===== src/rtl/tx_desc_dma.sv =====
module tx_desc_dma #(
  parameter int          ADDR_W   = 32,
  parameter logic [31:0] POLL_KEY = 32'h0000_0040
) (
  input  logic              clk,
  input  logic              rst_n,
  input  logic              reg_wr,
  input  logic [1:0]        reg_sel,
  input  logic [31:0]       reg_wdata,
  output logic [7:0]        int_status,
  output logic              mem_req,
  output logic              mem_we,
  output logic [ADDR_W-3:0] mem_addr,
  output logic [31:0]       mem_wdata,
  input  logic [31:0]       mem_rdata,
  input  logic              mem_ack,
  output logic              m_tvalid,
  input  logic              m_tready,
  output logic [7:0]        m_tdata,
  output logic              m_tlast
);
  localparam int WA    = ADDR_W - 2;
  localparam int LEN_W = 16;

  typedef enum logic [2:0] {S_IDLE, S_CTRL, S_BUFA, S_DATA, S_SEND, S_WBK} st_t;

  st_t               st;
  logic [ADDR_W-1:0] base_q;
  logic [WA-1:0]     desc_wa;
  logic [31:0]       ctrl_q;
  logic [ADDR_W-1:0] ptr;
  logic [LEN_W-1:0]  remain;
  logic [31:0]       word_q;
  logic              done_f, err_f;

  wire doorbell  = reg_wr && reg_sel == 2'd1 && reg_wdata == POLL_KEY;
  wire stat_clr  = reg_wr && reg_sel == 2'd2;
  wire ctrl_ok   = mem_rdata[29] && mem_rdata[28] && mem_rdata[LEN_W-1:0] != '0;
  wire err_set   = st == S_CTRL && mem_ack && mem_rdata[31] && !ctrl_ok;
  wire done_set  = st == S_WBK && mem_ack;
  wire beat      = m_tvalid && m_tready;

  assign mem_req   = st == S_CTRL || st == S_BUFA || st == S_DATA || st == S_WBK;
  assign mem_we    = st == S_WBK;
  assign mem_addr  = st == S_DATA ? ptr[ADDR_W-1:2] :
                     st == S_BUFA ? {desc_wa[WA-1:2], 2'b10} : desc_wa;
  assign mem_wdata = {1'b0, ctrl_q[30:0]};
  assign m_tvalid  = st == S_SEND;
  assign m_tdata   = word_q[{ptr[1:0], 3'b000} +: 8];
  assign m_tlast   = m_tvalid && remain == LEN_W'(1);
  assign int_status = {4'b0, err_f, done_f, 2'b0};

  always_ff @(posedge clk or negedge rst_n) begin
    if (!rst_n) begin
      st      <= S_IDLE;
      base_q  <= '0;
      desc_wa <= '0;
      ctrl_q  <= '0;
      ptr     <= '0;
      remain  <= '0;
      word_q  <= '0;
    end else begin
      if (reg_wr && reg_sel == 2'd0) base_q <= reg_wdata[ADDR_W-1:0];
      case (st)
        S_IDLE: if (doorbell) begin
          desc_wa <= {base_q[ADDR_W-1:4], 2'b00};
          st      <= S_CTRL;
        end
        S_CTRL: if (mem_ack) begin
          ctrl_q <= mem_rdata;
          remain <= mem_rdata[LEN_W-1:0];
          if (!mem_rdata[31] || !ctrl_ok) st <= S_IDLE;
          else                            st <= S_BUFA;
        end
        S_BUFA: if (mem_ack) begin
          ptr <= mem_rdata[ADDR_W-1:0];
          st  <= S_DATA;
        end
        S_DATA: if (mem_ack) begin
          word_q <= mem_rdata;
          st     <= S_SEND;
        end
        S_SEND: if (m_tready) begin
          ptr    <= ptr + 1'b1;
          remain <= remain - 1'b1;
          if (remain == LEN_W'(1))  st <= S_WBK;
          else if (ptr[1:0] == 2'b11) st <= S_DATA;
        end
        S_WBK: if (mem_ack) st <= S_IDLE;
        default: st <= S_IDLE;
      endcase
    end
  end

  always_ff @(posedge clk or negedge rst_n) begin
    if (!rst_n) begin
      done_f <= 1'b0;
      err_f  <= 1'b0;
    end else begin
      done_f <= done_set || (done_f && !(stat_clr && reg_wdata[2]));
      err_f  <= err_set  || (err_f  && !(stat_clr && reg_wdata[3]));
    end
  end


  stream_hold_chk: assert property (@(posedge clk) disable iff (!rst_n)
    m_tvalid && !m_tready |=> m_tvalid && $stable(m_tdata) && $stable(m_tlast));


  req_hold_chk: assert property (@(posedge clk) disable iff (!rst_n)
    mem_req && !mem_ack |=> mem_req && $stable(mem_addr) && $stable(mem_we));


  wb_own_clear_chk: assert property (@(posedge clk) disable iff (!rst_n)
    mem_req && mem_we |-> !mem_wdata[31]);


  done_after_wb_chk: assert property (@(posedge clk) disable iff (!rst_n)
    mem_req && mem_we && mem_ack |=> int_status[2] && !mem_req);


  last_with_valid_chk: assert property (@(posedge clk) disable iff (!rst_n)
    m_tlast |-> m_tvalid);


  beat_advance_chk: assert property (@(posedge clk) disable iff (!rst_n)
    beat && !m_tlast |=> (m_tvalid || mem_req) && !mem_we);
endmodule


===== config.mk =====
export PLATFORM = sky130hd
export DESIGN_NAME = tx_desc_dma
export DESIGN_NICKNAME = d
export VERILOG_FILES = /design/src/rtl/tx_desc_dma.sv
export SDC_FILE = /design/constraint.sdc
export NUM_CORES = 1
export LEC_CHECK = 0
export ABC_CLOCK_PERIOD_IN_PS = 6400
export BUFFER_PORTS_ARGS = -buffer_cell sky130_fd_sc_hd__buf_2
export CELL_PAD_IN_SITES_DETAIL_PLACEMENT = 1
export CELL_PAD_IN_SITES_GLOBAL_PLACEMENT = 2
export CORE_ASPECT_RATIO = 0.5
export CORE_MARGIN = 2
export CORE_UTILIZATION = 39
export DETAILED_ROUTE_END_ITERATION = 10
export PLACE_DENSITY_LB_ADDON = 0.05
export SYNTH_ARGS = -nofsm -noshare
export SYNTH_HDL_FRONTEND = slang
export SYNTH_SLANG_ARGS = --single-unit

===== constraint.sdc =====
create_clock -name clk -period 6.4 [get_ports clk]
set_input_delay 0.96 -clock clk [delete_from_list [all_inputs] [get_ports clk]]
set_output_delay 0.96 -clock clk [all_outputs]
set_load 0.05 [all_outputs]

### Word level (Yosys, flattened, before mapping)

Index checks and enable logic that the tools add are counted.

* input port bits: 71
* logic and storage cells: 83
* flip-flop bits (word level): 176

* shift operators: 1
* reduce and logical (&&, ||, !) cells: 36
* equality and inequality tests: 17
* add/subtract/negate cells: 2
* multiplexer cells: 18

Operators with widths (count)
* 32-bit two-way mux: 2
* 32-bit one-hot mux with 2 select lines: 1
* 32-bit by 1-bit adder with 32-bit output (second input constant): 1
* 32-bit by 7-bit == test with 1-bit output (second input constant): 1
* 16-bit two-way mux: 2
* 16-bit one-hot mux with 2 select lines: 1
* 32-bit by 6-bit variable part select with 8-bit output: 1
* 30-bit two-way mux: 1
* 3-bit two-way mux: 8
* 3-bit one-hot mux with 6 select lines: 1
* 16-bit by 1-bit == test with 1-bit output (second input constant): 1
* 16-bit nonzero test: 1
* 16-bit by 1-bit subtractor with 16-bit output (second input constant): 1
* 1-bit logical AND: 15
* 2-bit != test (second input constant): 4
* 7-bit AND reduction: 1
* 3-bit by 2-bit == test with 1-bit output (second input constant): 2
* 3-bit == test (second input constant): 2
* 1-bit logical OR: 6
* 2-bit AND reduction: 3
* 3-bit AND reduction: 2
* 2-bit == test (second input constant): 2
* 1-bit logical NOT: 4
* 2-bit two-way mux: 2
* other kinds (7): 9

### Logic depth before layout (Yosys ltp)

* depth after elaboration: 7
* mapped depth: 8
* mapped depth without buffers: 7

### Least setup slack after synthesis

No wires, ideal clock.

* path type: flip-flop to output port
* start: reg st[0]
* end: out mem_addr[2]
* cell stages (with the launch flop): 6
* path buffers: 3
* data required time: 5.440 ns
* arrival time: 2.303 ns
* setup slack: 3.137 ns
* path through: dfrtp_1 clkbuf_1 nand2_1 clkbuf_1 buf_1 o21ai_0

* longest elaborated chain between the ends: 2

Ends and longest elaborated chain
* start, declared: RTL line 27 `st_t st;`
* start signal, assigned: RTL line 55 `st <= S_IDLE;`
* start signal, assigned: RTL line 67 `st <= S_CTRL;`
* start signal, assigned: RTL line 72 `if (!mem_rdata[31] || !ctrl_ok) st <= S_IDLE;`
* 3-bit by 2-bit == test with 1-bit output: RTL line 45 `assign mem_addr = st == S_DATA ? ptr[ADDR_W-1:2] :`
* 30-bit two-way mux: RTL line 45
* end, declared: RTL line 13 `output logic [ADDR_W-3:0] mem_addr,`

Every way passes these cells.

### Worst setup path after layout

* start: reg st[2]
* end: out m_tvalid

* longest elaborated chain between the ends: 1

Ends and longest elaborated chain
* 3-bit == test: RTL line 48 `assign m_tvalid = st == S_SEND;`
* end, declared: RTL line 17 `output logic m_tvalid,`

Every way passes these cells.

==> flow_metrics.env <==
export IMPL_outcome="finished clean"
export IMPL_crit_required_ns=5.44
export IMPL_ys_types=63
export IMPL_avgSynthCellArea_um2=10.5
export IMPL_yosys_warnings=0
export IMPL_drtIter0Drc=505
export IMPL_cts_setup_buffers=0
export IMPL_ir_worst_vdd_mv=0.179
export IMPL_rsz0062_at_grt="false"
export IMPL_fillers=2449
export IMPL_ant_nets=0
export IMPL_synth_seq_cells=172
export IMPL_holdWs_ns=0.469
export IMPL_worst_pin_slew_ns=0.878
export IMPL_hold_depth=2
export IMPL_clk_pin_slew_ns=0.07
export IMPL_start_kind="flop"
export IMPL_dp_hpwl_um=19200
export IMPL_hp_class="reg2reg"
export IMPL_grt_max_degree=78
export IMPL_cts_sinks=172
export IMPL_arrival_ns=2.47
export IMPL_r2r_end="remain[7]"
export IMPL_regArea_um2=4300
export IMPL_row_count=38
export IMPL_combinationalPowerShare=0.279
export IMPL_numCtsBuffers=17
export IMPL_max_clock_freq_ghz=0.292
export IMPL_die_area_um2=23100
export IMPL_worstSkewPairLatency_ns=0.44
export IMPL_initial_core_util=0.395
export IMPL_dr_total_vias=6933
export IMPL_drt_first_pass_iters=4
export IMPL_async_reset_ff_frac=1.00
export IMPL_multi_input_area_um2=3980
export IMPL_hold_viol=0
export IMPL_fin_nets=1008
export IMPL_reg2reg_slack_ns=3.31
export IMPL_wl_per_cell_um=21.5
export IMPL_overflow=0
export IMPL_power_leakage_nw=4.78
export IMPL_tns_ns=0
export IMPL_synth_top_cell_by_area="dfrtp_1"
export IMPL_grt_pass1_vias=6984
export IMPL_post_synth_top_count_cell="dfrtp_1"
export IMPL_min_period_ns=3.43
export IMPL_max_cap_violations=0
export IMPL_maxSlewHeadroom=0.410
export IMPL_timing_final_crit_share=0.536
export IMPL_synth_edf_count=0
export IMPL_post_cts_resize_count=0
export IMPL_pwr_share_clk=0.275
export IMPL_finalClockSkew_ns=0.00875
export IMPL_grt_pass1_wl_um=42100
export IMPL_via_per_inst=5.56
export IMPL_routabilityCongestion=0.812
export IMPL_yosys_top_cells_count="dfrtp_1 (172), nand2_1 (138), mux2_2 (115), a21oi_1 (55), nor2_1 (38)"
export IMPL_io_buffers=145
export IMPL_design_core_area_um2=21600
export IMPL_io_pins=153
export IMPL_path_max_fanout=36
export IMPL_hold_path_startpoint="ctrl_q[4]"
export IMPL_htree_levels=4
export IMPL_setup_viol=0
export IMPL_netlist_top_cells_area="dfrtp_1 (50%), mux2_2 (15%), nand2_1 (6.1%)"
export IMPL_end_kind="primary output"
export IMPL_seq_power_share=0.446
export IMPL_rr_startpoint="st[2]"
export IMPL_synth_area_um2=8530
export IMPL_grt_usage=0.246
export IMPL_seq_area_frac_synth=0.505
export IMPL_die_w_um=213
export IMPL_clockBufferDepth=2
export IMPL_swShare=0.394
export IMPL_antenna_found_initial=0
export IMPL_cts_tree="built"
export IMPL_synth_top_area_frac=0.505
export IMPL_power_mw=3.86
export IMPL_synth_cells=811
export IMPL_worstSetupPathType="reg2out"
export IMPL_area_growth_pct=18.5
export IMPL_power_per_cell_area_nw_per_um2=382
export IMPL_synthFlopType="dfrtp_1"
export IMPL_r2r_cells=7
export IMPL_route_final_wire_length_um=26800
export IMPL_final_util=0.468
export IMPL_internal_power_mw=2.34
export IMPL_slew_violations=0
export IMPL_min_to="ctrl_q[4]"
export IMPL_holdBufCountCts=0
export IMPL_drive_gt1_frac=0.344
export IMPL_drc=0
export IMPL_cts_root_buf="clkbuf_16"
export IMPL_p_switching_mw=1.52
export IMPL_fp_dieH_um=109
-- state kept, by name, indices dropped and copies added (netlist names), 3 cells and up --
| register | flops |
|---|---|
| ptr | 32 |
| word_q | 32 |
| ctrl_q | 31 |
| base_q | 28 |
| desc_wa | 28 |
| remain | 16 |
| st | 3 |
-- layout by cell type, fill, tap and decap left out, types with 9 or more instances in the layout --
| cell | n |
|---|---|
| o21ai_0 | 35 |
| o22ai_1 | 9 |
| nor2_1 | 38 |
| mux2_2 | 115 |
| a21oi_1 | 54 |
| nand3_1 | 23 |
| nor4_1 | 16 |
| dfrtp_1 | 172 |
| buf_4 | 11 |
| buf_2 | 144 |
| clkbuf_16 | 17 |
| nand2_1 | 138 |
| nor3_1 | 10 |
| nand4_1 | 14 |
-- worst max-delay path, stage by stage (launching register included) --
cell     delay [ns]
dfrtp_1        0.68
or3b_2         0.52
inv_2          0.44
buf_2          0.38
-- through the flow --
stage	instance area [um2]	cells	setup slack [ns]
finish	10100	1248	2.97
detailed placement	9500	1215	3.19
floorplan	8550	817	3.14
global route	10100	1247	2.77
CTS	10100	1247	2.98
global placement	9500	1215	3.16
-- cell type report --
type / count / area share
Antenna cell: 1 / 0.000248
Clock buffer: 24 / 0.0516
Clock inverter: 8 / 0.00805
Inverter: 7 / 0.00260
Multi-Input combinational cell: 580 / 0.394
Sequential cell: 172 / 0.426
Tap cell: 300 / 0.0371
Timing Repair Buffer: 156 / 0.0806
-- per-layer routing --
metal  GRT usage  up-vias  share of wire
li1            -     3207              -
met1       0.388     3542           0.53
met2       0.339      171           0.41
met3      0.0508       13          0.050
met4      0.0556        0         0.0059
met5           0        -              0
-- kinds of logic after synthesis --
group / Yosys count / synth area share
compound gates: 161 / 0.120
flops: 172 / 0.505
buf+inv: 65 / 0.0345
fa+ha+maj: 3 / 0.00440
simple gates: 285 / 0.162
other cells: 1 / 0.000440
mux: 124 / 0.174
-- power by group through the flow --
stage / Sequential (mW) / Combinational [mW] / Clock [mW]
2_1_floorplan: 1.89 / 0.542 / 0
3_3_place_gp: 1.72 / 1.06 / 0
3_5_place_dp: 1.74 / 1.08 / 0
4_1_cts: 1.72 / 1.09 / 1.08
5_1_grt: 1.78 / 1.18 / 1.12
6_report: 1.72 / 1.08 / 1.06
-- how the worst max path moves through the flow --
stage             startpoint          end  cells after the start
2_1_floorplan          st[0]  mem_addr[2]                      5
4_1_cts                st[2]     m_tvalid                      3
6_report               st[2]     m_tvalid                      3
5_1_grt                st[1]  mem_addr[2]                      5
3_3_place_gp      reg_sel[1]  desc_wa[19]                      7
3_5_place_dp   reg_wdata[16]   desc_wa[8]                      7
Note: power is estimated with default switching activity, not from simulation.
